$ cat src/rtl/osd_pkg.sv
package osd_pkg;
    typedef enum logic [1:0] {
        SRC_VIDEO  = 2'd0,
        SRC_OSD    = 2'd1,
        SRC_SHADOW = 2'd2
    } px_src_e;
endpackage

$ cat src/rtl/osd_cmap.sv
module osd_cmap #(
    parameter int IDX_W = 4,
    parameter int ENT_W = 12
) (
    input  logic             clk,
    input  logic             rst_n,
    input  logic             we,
    input  logic [IDX_W-1:0] waddr,
    input  logic [ENT_W-1:0] wdata,
    input  logic [IDX_W-1:0] raddr,
    output logic [ENT_W-1:0] rdata
);
    localparam int DEPTH = 1 << IDX_W;

    logic [ENT_W-1:0] ent [DEPTH];

    for (genvar g = 0; g < DEPTH; g++) begin : g_ent
        always_ff @(posedge clk) begin
            if (!rst_n)
                ent[g] <= '0;
            else if (we && (waddr == IDX_W'(g)))
                ent[g] <= wdata;
        end
    end

    assign rdata = ent[raddr];
endmodule

$ cat src/rtl/osd_region.sv
module osd_region
    import osd_pkg::*;
#(
    parameter int CRD_W   = 12,
    parameter int SHD_OFS = 8
) (
    input  logic [CRD_W-1:0] pix_x,
    input  logic [CRD_W-1:0] pix_y,
    input  logic [CRD_W-1:0] win_x,
    input  logic [CRD_W-1:0] win_y,
    input  logic [CRD_W-1:0] win_w,
    input  logic [CRD_W-1:0] win_h,
    input  logic             osd_vld,
    input  logic             shadow_en,
    output px_src_e          src
);
    localparam int EW = CRD_W + 2;

    logic [EW-1:0] px, py, wx0, wy0, wx1, wy1, sx0, sy0, sx1, sy1;
    logic          in_win, in_shd;

    always_comb begin
        px  = EW'(pix_x);
        py  = EW'(pix_y);
        wx0 = EW'(win_x);
        wy0 = EW'(win_y);
        wx1 = wx0 + EW'(win_w);
        wy1 = wy0 + EW'(win_h);
        sx0 = wx0 + EW'(SHD_OFS);
        sy0 = wy0 + EW'(SHD_OFS);
        sx1 = wx1 + EW'(SHD_OFS);
        sy1 = wy1 + EW'(SHD_OFS);
        in_win = (px >= wx0) && (px < wx1) && (py >= wy0) && (py < wy1);
        in_shd = (px >= sx0) && (px < sx1) && (py >= sy0) && (py < sy1);
    end

    always_comb begin
        if (in_win)
            src = osd_vld ? SRC_OSD : SRC_VIDEO;
        else if (shadow_en && in_shd)
            src = SRC_SHADOW;
        else
            src = SRC_VIDEO;
    end
endmodule

$ cat src/rtl/osd_blend.sv
module osd_blend
    import osd_pkg::*;
#(
    parameter int CH_W  = 8,
    parameter int N_CH  = 3,
    parameter int HI_W  = CH_W / 2
) (
    input  px_src_e                 src,
    input  logic [N_CH*CH_W-1:0]    vid,
    input  logic [N_CH*HI_W-1:0]    ent,
    output logic [N_CH*CH_W-1:0]    pix
);
    localparam int LO_W = CH_W - HI_W;

    logic [N_CH*CH_W-1:0] osd_pix, half_pix;

    for (genvar c = 0; c < N_CH; c++) begin : g_ch
        assign osd_pix[c*CH_W +: CH_W]  = {ent[c*HI_W +: HI_W], {LO_W{1'b0}}};
        assign half_pix[c*CH_W +: CH_W] = vid[c*CH_W +: CH_W] >> 1;
    end

    always_comb begin
        unique case (src)
            SRC_OSD:    pix = osd_pix;
            SRC_SHADOW: pix = half_pix;
            default:    pix = vid;
        endcase
    end
endmodule

$ cat src/rtl/osd_overlay.sv
module osd_overlay
    import osd_pkg::*;
#(
    parameter int CRD_W   = 12,
    parameter int IDX_W   = 4,
    parameter int CH_W    = 8,
    parameter int SHD_OFS = 8
) (
    input  logic              clk,
    input  logic              rst_n,
    input  logic [CRD_W-1:0]  pix_x,
    input  logic [CRD_W-1:0]  pix_y,
    input  logic [CRD_W-1:0]  win_x,
    input  logic [CRD_W-1:0]  win_y,
    input  logic [CRD_W-1:0]  win_w,
    input  logic [CRD_W-1:0]  win_h,
    input  logic              osd_vld,
    input  logic [IDX_W-1:0]  osd_idx,
    input  logic              shadow_en,
    input  logic [3*CH_W-1:0] vid_in,
    input  logic              map_we,
    input  logic [IDX_W-1:0]  map_addr,
    input  logic [3*(CH_W/2)-1:0] map_data,
    output logic [3*CH_W-1:0] pix_out
);
    localparam int HI_W  = CH_W / 2;
    localparam int ENT_W = 3 * HI_W;
    localparam int PIX_W = 3 * CH_W;

    px_src_e          src_d, src_q;
    logic [ENT_W-1:0] ent_d, ent_q;
    logic [PIX_W-1:0] vid_q;

    osd_cmap #(.IDX_W(IDX_W), .ENT_W(ENT_W)) i_cmap (
        .clk   (clk),
        .rst_n (rst_n),
        .we    (map_we),
        .waddr (map_addr),
        .wdata (map_data),
        .raddr (osd_idx),
        .rdata (ent_d)
    );

    osd_region #(.CRD_W(CRD_W), .SHD_OFS(SHD_OFS)) i_region (
        .pix_x     (pix_x),
        .pix_y     (pix_y),
        .win_x     (win_x),
        .win_y     (win_y),
        .win_w     (win_w),
        .win_h     (win_h),
        .osd_vld   (osd_vld),
        .shadow_en (shadow_en),
        .src       (src_d)
    );

    // source-state register
    always_ff @(posedge clk) begin
        if (!rst_n) begin
            src_q <= SRC_VIDEO;
            ent_q <= '0;
            vid_q <= '0;
        end else begin
            src_q <= src_d;
            ent_q <= ent_d;
            vid_q <= vid_in;
        end
    end

    // output stage
    osd_blend #(.CH_W(CH_W), .N_CH(3), .HI_W(HI_W)) i_blend (
        .src (src_q),
        .vid (vid_q),
        .ent (ent_q),
        .pix (pix_out)
    );
endmodule

$ cat config.mk
export PLATFORM = sky130hd
export DESIGN_NAME = osd_overlay
export DESIGN_NICKNAME = d
export VERILOG_FILES = /design/src/rtl/osd_pkg.sv /design/src/rtl/osd_cmap.sv /design/src/rtl/osd_region.sv /design/src/rtl/osd_blend.sv /design/src/rtl/osd_overlay.sv
export SDC_FILE = /design/constraint.sdc
export NUM_CORES = 1
export LEC_CHECK = 0
export BUFFER_PORTS_ARGS = -buffer_cell sky130_fd_sc_hd__buf_4
export CAP_MARGIN = 0
export CORE_UTILIZATION = 30
export CTS_CLUSTER_DIAMETER = 50
export DETAILED_ROUTE_END_ITERATION = 16
export PLACE_DENSITY_LB_ADDON = 0.3
export SYNTH_ARGS = -nofsm -noshare
export SYNTH_HDL_FRONTEND = slang
export SYNTH_SLANG_ARGS = --single-unit
export TNS_END_PERCENT = 30
$ cat constraint.sdc
create_clock -name clk -period 5.3 [get_ports clk]
set_input_delay 0.53 -clock clk [delete_from_list [all_inputs] [get_ports clk]]
set_output_delay 0.53 -clock clk [all_outputs]
set_load 0.03 [all_outputs]
==> results of run 1 <==
cell usage in the layout, fill, tap and decap left out, types with 15 or more instances in the layout:
cell type and instances:
and2_1 228, edfxtp_1 192, buf_4 162, ha_1 112, mux4_2 60, inv_1 55, nand2_1 45, dfxtp_1 38
nor2_1 37, o21ai_0 36, a21oi_1 35, xnor2_1 34, clkbuf_16 29, nand3_1 18, o21ai_1 15
registers in the layout (all words and copies together), names as in the netlist:
signal and count:
i_cmap.ent 192, vid_q 24, ent_q 12, src_q 2
worst max-delay path, stage by stage:
cell and delay, ns:
buf_4 0.11, ha_1 0.24, fa_1 0.44, a211oi_1 0.27
o21ai_0 0.24, a31oi_1 0.25, xor2_1 0.43, ha_1 0.33
and4_1 0.20, a2111oi_0 0.40, nand2_1 0.10, a31oi_1 0.16
nor4b_1 0.09, nor4_1 0.32, o21a_1 0.19, nor4_2 0.05
metal layers:
layer / up-vias / GRT usage [%] / part of all wire, %
met4: 0 / 3.36 / 2.0
met5: - / 0 / 0
met3: 49 / 2.34 / 5.0
met1: 4597 / 21.2 / 45
li1: 4484 / - / -
met2: 255 / 27.5 / 49
power by group:
part | internal (µW) | switching [µW] | leakage (µW) | total (µW)
clock | 1130 | 805 | 0.000453 | 1940
sequential | 2070 | 31.3 | 0.00216 | 2100
combinational | 416 | 526 | 0.00381 | 941
total | 3610 | 1360 | 0.00642 | 4970
synth_stat cells (3+ instances only):
cell type,count
a21o_1,14
edfxtp_1,192
nor3_1,14
o21a_1,5
o211ai_1,5
a2111oi_0,5
nand2_1,45
clkbuf_1,51
nor4_1,6
dfxtp_1,38
o21ai_0,51
a31oi_1,8
nand4_1,3
a211oi_1,4
and4_1,3
inv_1,55
nand2b_1,8
buf_1,4
a21oi_1,35
a22oi_1,10
a22o_1,14
nor4b_1,3
and2_1,228
nor2b_1,13
xor2_1,10
o31ai_1,5
mux4_2,60
o21bai_1,5
nand3b_1,6
xnor2_1,34
nor2_1,37
ha_1,112
nand3_1,18
cell type report:
type / instances / area (µm²)
Inverter: 55 / 206
Clock buffer: 39 / 773
Tap cell: 592 / 741
Multi-Input combinational cell: 801 / 6730
Timing Repair Buffer: 162 / 1220
Sequential cell: 230 / 6530
Clock inverter: 15 / 155
Fill cell: 4411 / 28300
final timing paths:
check | endpoint | slack, ns | depth (start not counted)
setup / recovery | src_q[1]$_SDFF_PP0_ | 1.39 | 16
hold / removal | vid_q[8]$_SDFF_PN0_ | 0.17 | 2
setup reg to reg | ent_q[10]$_SDFF_PN0_ | 3.57 | 3
hold reg to reg | ent_q[11]$_SDFF_PN0_ | 0.88 | 3
stage by stage:
stage	total power [µW]	area, µm²	setup WS, ns	instances	hold WS, ns
3_3_place_gp	3060	15400	0.900	1840	0.744
5_1_grt	5210	16400	1.08	1894	0.139
3_5_place_dp	3080	15400	0.831	1840	0.741
6_report	4970	16400	1.39	1894	0.165
2_1_floorplan	2740	13700	1.43	1143	0.653
4_1_cts	5030	16400	1.43	1894	0.134
logic make-up (layout without fill, tap and decap cells):
family | after synthesis | after routing | share of synthesized area [%]
AO/OA/AOI/OAI | 180 | 180 | 8.81
XOR/XNOR | 45 | 45 | 2.93
adder cells (fa/ha/maj) | 116 | 116 | 10.7
buffers and inverters | 112 | 271 | 3.14
flip-flops | 230 | 230 | 47.7
multiplexers | 61 | 61 | 9.95
AND/OR/NAND/NOR | 399 | 399 | 16.8
==> metrics.txt, run 1 <==
Vias/cell=4.96; iteration-0 DRC count of the detailed router=682; clk buf depth=3; total CTS buffers=29; Lkg Pwr=around 0.0064 µW; num rows=77; gpl congestion=0.881; Total GRT Usage=16.0%; total number of vias=approximately 9,400; final net count=about 1,500; global route overflow=0; sequential share of the synthesized area=between 40 and 50%; starting density of the core=30.7%; Core ar.=44,600 µm²; antenna fix cells=0; Root Buffer=clkbuf_16; Primary FF master, synth=edfxtp_1; period utilisation layout=73.8%; hold path startpoint=vid_in[8]; first-pass GRT wire length=56.5 mm; Setup-failing EPs final=0; largest fanout on the critical path=5; peak supply drop=around 0.25 mV; die area=46,500 µm²; Worst Hold Class=input port to flip-flop; CP Class=input port to flip-flop; Required @ worst endpoint=5.75 ns; postcts setup bufs=0; leading area contributor after synthesis=edfxtp_1; Yosys warnings=0; register bit total from synthesis=230; fin. max-slew vios=0; router iterations before antenna repair=6; Die Y-Extent=216 µm; antenna viol nets, final=0; max cap viols=0; layout cell share with drive strength beyond 1=21.1%; CTS sink cnt=230; antenna violations before repair=0; Gates resized, CTS repair=0; post-route DRC violation count=0; Crit path arrival time=4.37 ns; Layout Utilization=36.7%; final WL=approximately 37 mm; max_slew headroom=32.7%; Clock Latency Late Sink=0.57 ns; Clock Pin Slew Worst Setup and Hold Paths=0.05 ns; Netlist Area Pre-Place=13,700 µm²; post-synthesis area per instance=12.0 µm²; RSZ-0062 raised after global routing=false; Yosys top cell area share=42.1%; Die Wd=216 µm; Pwr Density=304 nW/µm²; CP Launch Point=win_y[0]; hold_buf cts=0; input/output buffers=144; min Tclk post-route=3.91 ns; Hold Fails Final Rpt=0; Top-Level Pins=145; critical path endpoint category=flip-flop; f_max=roughly 0.26 GHz; Setup Skew=just over 0.006 ns; CTS tree=done; largest net degree at the start of global routing=59; area delta synth->final=19.5%; synth top area cells=edfxtp_1, and2_1, ha_1; Final TNS setup=0 ns; outcome=complete, no violations; Slew @ Worst Pin=1.00 ns; CP Launch Type=input port; WL/cell=19.6 µm; worst r2r src=i_cmap.ent[15][10]$_SDFFCE_PN0P_; post-synth cell types=63; post-DP HPWL=26.4 mm; H-tree Lvls=1; Mapped Cells=1,143; FFs w/ async S/R, synth=0%; vias in the first global route=9,505; Synthesized Nets=1,378; Post-synth EDFFs=192
Note: power is estimated with default switching activity, not from simulation.
==> run 2, diff against run 1 <==
clock period = 3.4 ns   (was 5.3 ns; I/O delays follow)
==> run 2 against run 1 <==
Compared with the run above:
- first-iteration DRC count down 22%
- sequential cell count unchanged
- setup slack worse by 1.3 ns
- core utilization up 2.5 points
- largest cell class unchanged
- largest power group unchanged
==> metrics.txt, run 2 (synthesized netlist as in run 1, its figures left out) <==
outcome=complete, no violations; antenna viol nets, final=0 (unchanged); num rows=77 (unchanged); iteration-0 DRC count of the detailed router=534 (-22%); Largest regs=i_cmap.ent (192), vid_q (24), ent_q (12); period utilisation layout=96.3%; Setup Skew=0.0372 ns (+0.0310 ns); total CTS buffers=30 (+3.4%); antenna violations before repair=1 (+1); layout cell share with drive strength beyond 1=28.1% (+7.0 points); Layout Utilization=39.2% (+2.5 points); largest fanout on the critical path=3 (-2); Crit path arrival time=3.72 ns (-0.65 ns); Die Y-Extent=216 µm (unchanged); Worst Hold Class=input port to flip-flop; Total GRT Usage=15.8% (-0.14 points); most frequent cells in the layout=buf_4, and2_1, edfxtp_1, ha_1, mux4_2; Reg with most FFs=i_cmap.ent; Slew @ Worst Pin=0.970 ns (-0.0293 ns); Clock Pin Slew Worst Setup and Hold Paths=0.06 ns (about the same); H-tree Lvls=1 (unchanged); Die Wd=216 µm (unchanged); CP Launch Type=input port; vias in the first global route=10,200 (+7.4%); starting density of the core=30.7% (unchanged); critical path endpoint category=flip-flop; area occupied by multi-input gates=6940 µm² (+3.0%); peak supply drop=0.377 mV (+50%); antenna fix cells=0 (unchanged); fin cells=2,006 (+5.9%); input/output buffers=144 (unchanged); dpl cells=1,928 (+4.8%); max cap viols=0 (unchanged); min Tclk post-route=3.28 ns; CP Class=input port to flip-flop; Root Buffer=clkbuf_16; Lkg Pwr=0.00699 µW (+8.9%); Top-Level Pins=145 (unchanged); gpl congestion=0.850 (-3.5%); f_max=0.305 GHz; clk buf depth=3 (unchanged); fill count=4,286 (-2.8%); global route overflow=0 (unchanged); post-route DRC violation count=0 (unchanged); area delta synth->final=27.8%; Crit path largest cell delay=0.39 ns (-0.05 ns); Pwr Density=461 nW/µm² (+51%); final net count=1,625 (+7.3%); commonest non-fill, non-tap cell in the layout=buf_4; Clock Latency Late Sink=0.59 ns (+0.02 ns); Vias/cell=4.83 (-2.6%); first-pass GRT wire length=57.0 mm (+0.83%); router iterations before antenna repair=4 (-2); post-DP HPWL=27.2 mm (+2.9%); number of flip-flops in the largest register=192 (unchanged); Core ar.=44,600 µm² (unchanged); Required @ worst endpoint=3.84 ns (-1.91 ns); total number of vias=9,680 (+3.1%); fin. max-slew vios=0 (unchanged); Setup-failing EPs final=0 (unchanged); register area=6530 µm² (unchanged); CTS sink cnt=230 (unchanged); largest net degree at the start of global routing=49 (-17%); worst-path cell chain=buf_4, ha_2, fa_2, a211oi_2, o21ai_2, a31oi_1, xor2_1, ha_1, and4_2, a2111oi_4, nand2_1, a31oi_1, nor4b_2, nor4_2, o21a_1, nor4_2; Hold Fails Final Rpt=0 (unchanged); final WL=36.6 mm (-1.5%); die area=46,500 µm² (unchanged); max_slew headroom=34.6% (+2.0 points); RSZ-0062 raised after global routing=false; Slowest-stage cell, CP=fa_2; Hold WS=0.0348 ns (-0.131 ns); WL/cell=18.3 µm (-7.0%); Final TNS setup=0 ns (unchanged); CTS tree=done
## run 2: what timing repair did
item / in CTS / in global routing
hold buffers: 20 / 0
resized for setup: 0 / 21
endpoints found under the hold margin: 20 / 0
setup endpoints to repair: 0 / 2
setup buffers: 0 / 2
## run 2: critical path: cells and delay by family
| family | cells | cell delay, ns |
|---|---|---|
| and+or+nand+nor | 5 | 0.77 |
| adders and majority gates | 3 | 0.89 |
| buffers and inverters | 1 | 0.12 |
| xor gates and xnor gates | 1 | 0.32 |
| AOI/OAI and AO/OA | 6 | 1.28 |
## run 2: where the power goes
part	total, µW	switching [µW]	internal [µW]
clock	3070	1270	1800
sequential	3270	49.0	3220
combinational	1710	877	835
## run 2: area by class of cell
class | count | area share, %
clock buffer | 38 | 4.46
timing repair buffer | 272 | 12.0
clock inverter | 18 | 1.09
sequential | 230 | 37.3
inverter | 55 | 1.18
tap | 592 | 4.24
multi-input combinational | 801 | 39.7
## run 2: path summary, 6_finish.rpt
check	start	end	slack, ns	cells past startpoint
worst max-delay path	win_y[0]	src_q[1]$_SDFF_PP0_	0.12	16
worst min-delay path	vid_in[14]	vid_q[14]$_SDFF_PN0_	0.03	2
worst max register to register	i_cmap.ent[11][2]$_SDFFCE_PN0P_	ent_q[2]$_SDFF_PN0_	1.64	3
worst min register to register	i_cmap.ent[3][6]$_SDFFCE_PN0P_	ent_q[6]$_SDFF_PN0_	0.91	3
## run 2: metrics by stage
stage,area (µm²),setup WS (ns),total power [µW]
floorplan,13800,0.00466,4290
global placement,16200,-0.415,4950
detailed placement,16200,-0.462,4990
CTS,17400,0.109,8100
global route,17500,0.00259,8450
finish,17500,0.124,8060
## run 2: routing by layer
layer	vias up	share of wire (%)	GRT usage (%)
li1	4696	-	-
met1	4728	43	19.8
met2	216	50	28.3
met3	40	5.3	2.72
met4	0	1.7	3.38
met5	-	0	0
==> run 3, diff against run 2 <==
SYNTH_HIERARCHICAL = 1   (was default)
clock period = 3 ns   (was 3.4 ns; I/O delays follow)
==> run 3 against run 2 <==
Compared with the run above:
- the flow now finishes with violations (negative setup slack)
- clock power is 11% higher
- final cell count rose by 2.8%
- synthesized cell count increased by 0.79%
- via count up 3.7%
==> metrics.txt, run 3 <==
Lkg Pwr=0.00724 µW (+3.5%); Vias/cell=4.87 (+0.83%); Root Buffer=clkbuf_16; router iterations before antenna repair=5 (+1); Pwr Density=511 nW/µm² (+11%); peak supply drop=0.485 mV (+29%); antenna violations before repair=0 (-1); Post-synth top cells=and2_1, edfxtp_1, ha_1, nand2_1, inv_1; WL/cell=18.3 µm (+0.31%); Required @ worst endpoint=3.47 ns (-0.37 ns); Internal=6610 µW (+13%); Mapped Cells=1,152 (+0.79%); worst r2r src=i_cmap/ent[13][7]$_SDFFCE_PN0P_; dpl ws=-0.778 ns (-0.316 ns); setup slack, reg-to-reg=1.33 ns (-0.31 ns); Core ar.=45,400 µm² (+1.7%); sequential share of the synthesized area=47.4% (-0.32 points); Worst Hold Class=input port to flip-flop; failing checks=negative setup slack; dpl cells=1,972 (+2.3%); CTS sink cnt=230 (unchanged); Setup-failing EPs final=2 (+2); post-DP HPWL=27.4 mm (+0.82%); post-synth cell types=75 (+19%); DP Area=16,400 µm² (+1.2%); outcome=finished, violations left; Slew @ Worst Pin=0.869 ns (-0.101 ns); Crit path arrival time=3.58 ns (-0.14 ns); Die Wd=216 µm (+0.34%); global route overflow=0 (unchanged); clk buf depth=3 (unchanged); f_max=0.322 GHz; gpl congestion=0.870 (+2.3%); Net Sw Power=2500 µW (+14%); largest net degree at the start of global routing=55 (+12%); max cap viols=0 (unchanged); CTS tree=done; input/output buffers=144 (unchanged); fill count=4,313 (+0.63%); min Tclk post-route=3.10 ns; layout cell share with drive strength beyond 1=28.3% (+0.15 points); Hold Path Stages=4 (+2); Clock Latency Late Sink=0.57 ns (-0.02 ns); fin. max-slew vios=0 (unchanged); Die Y-Extent=216 µm (+0.34%); total number of vias=10,000 (+3.7%); register bit total from synthesis=230 (unchanged); Hold Fails Final Rpt=0 (unchanged); RSZ-0062 raised after global routing=true; Yosys top cell area share=41.8% (-0.29 points); vias in the first global route=10,400 (+1.8%); Total GRT Usage=16.0% (+0.12 points); design area=17,800 µm² (+1.9%); area delta synth->final=29.4%; Clk network pwr share=37.4% (-0.8 points); Seq pwr share=40.7% (about the same); Reg2Reg Depth=4 (+1); hold worst-path end=src_q[0]$_SDFF_PN0_; num rows=78 (+1.3%); Setup Skew=0.0446 ns (+0.00735 ns); Primary FF master, synth=edfxtp_1; max_slew headroom=41.8% (+7.2 points); first-pass GRT wire length=57.9 mm (+1.6%); largest fanout on the critical path=5 (+2); fin cells=2,063 (+2.8%); hold path startpoint=osd_vld; Comb pwr share=22.0% (+0.8 points); area occupied by multi-input gates=6980 µm² (+0.65%); total CTS buffers=29 (-3.3%); Largest regs=i_cmap/ent (192), vid_q (24), ent_q (12); worst setup margin=-0.104 ns (-0.229 ns); Yosys warnings=6 (+6); period utilisation layout=103%; FFs w/ async S/R, synth=0% (unchanged); Post-synth EDFFs=192 (unchanged); iteration-0 DRC count of the detailed router=517 (-3.2%); Top-Level Pins=145 (unchanged); Worst R2R End=ent_q[7]$_SDFF_PN0_; antenna viol nets, final=0 (unchanged); most common cell in the netlist=and2_1; Reg with most FFs=i_cmap/ent; post-synthesis area per instance=12.0 µm² (-0.10%); CP Launch Type=input port; Synthesized Nets=1,387 (+0.65%); Clock Pin Slew Worst Setup and Hold Paths=0.06 ns (about the same); antenna fix cells=0 (unchanged); die area=46,800 µm² (+0.68%); leading area contributor after synthesis=edfxtp_1; Layout Utilization=39.3% (+0.081 points); switching fraction of total power=27.4% (+0.13 points); starting density of the core=30.4% (-0.32 points); synth top area cells=edfxtp_1, and2_1, ha_1; post-route DRC violation count=0 (unchanged); number of flip-flops in the largest register=192 (unchanged); H-tree Lvls=1 (unchanged); Hold WS=0.119 ns (+0.0837 ns); most frequent cells in the layout=buf_4, and2_1, edfxtp_1, ha_1, nand2_1; critical path endpoint category=flip-flop; commonest non-fill, non-tap cell in the layout=buf_4; register area=6530 µm² (unchanged); Netlist Area Pre-Place=13,800 µm² (+0.69%); CP Class=input port to flip-flop; final net count=1,675 (+3.1%); final WL=37.8 mm (+3.2%)
run 3: layer usage:
layer	GRT usage (%)	vias to the layer above	share of wire (%)
met5	0	-	0
met4	3.59	0	2.0
met3	1.91	52	5.2
met2	27.9	272	49
met1	21.0	4876	44
li1	-	4838	-
run 3: cell type report:
class / instances / share of cell area, %
inverters: 48 / 1.01
clock buffers: 32 / 4.13
repair buffers: 313 / 13.7
flip-flops and latches: 230 / 36.6
multi-input cells: 818 / 39.2
well taps: 600 / 4.21
clock inverters: 22 / 1.15
run 3: kinds of logic after synthesis:
logic type	share of synthesized area (%)
AND/OR/NAND/NOR	16.8
flip-flops	47.4
AO/OA/AOI/OAI	10.3
adder cells (fa/ha/maj)	10.5
buffers and inverters	3.51
multiplexers	8.56
XOR/XNOR	2.85
run 3: timing repair:
action,in CTS,in global routing
endpoints found under the hold margin,24,0
setup endpoints to repair,2,2
pin swaps,29,12
gates cloned,0,0
hold buffers,24,0
resized for setup,22,10
buffers inserted,11,2
run 3: power by group through the flow:
stage                     combinational, µW  clock [µW]  sequential [µW]
final                                  2000        3400             3700
after global routing                   2220        3590             3720
after CTS                              1990        3460             3710
after detailed placement               1890           0             3770
after global placement                 1860           0             3760
after floorplan                        1120           0             3750
run 3: how the worst max path moves through the flow:
| stage | end | slack (ns) | start |
|---|---|---|---|
| 3_5_place_dp | src_q[1]$_SDFF_PN0_ | -0.78 | win_x[0] |
| 5_1_grt | src_q[1]$_SDFF_PN0_ | -0.29 | win_w[0] |
| 4_1_cts | src_q[1]$_SDFF_PN0_ | -0.09 | win_w[0] |
| 3_3_place_gp | src_q[1]$_SDFF_PN0_ | -0.72 | win_x[0] |
| 6_report | src_q[1]$_SDFF_PN0_ | -0.10 | win_w[0] |
| 2_1_floorplan | src_q[1]$_SDFF_PN0_ | -0.40 | win_x[0] |
run 3: through the flow:
step	total power, µW	setup TNS, ns
detailed placement	5660	-1.52
CTS	9160	-0.138
floorplan	4860	-0.564
global route	9520	-0.505
finish	9100	-0.111
global placement	5620	-1.37
run 3: worst max-delay path, stage by stage:
cell	delay, ns
buf_6	0.07
ha_4	0.13
inv_2	0.03
fa_2	0.35
nor2b_2	0.14
o211ai_1	0.11
a21boi_2	0.18
nor2_2	0.07
xor2_2	0.21
nor4_4	0.30
xor2_1	0.19
ha_1	0.26
a21o_1	0.16
a211o_1	0.29
a41oi_2	0.15
o21ba_2	0.16
a211oi_2	0.03
mux2i_1	0.13
and4_1	0.17
and2_1	0.12
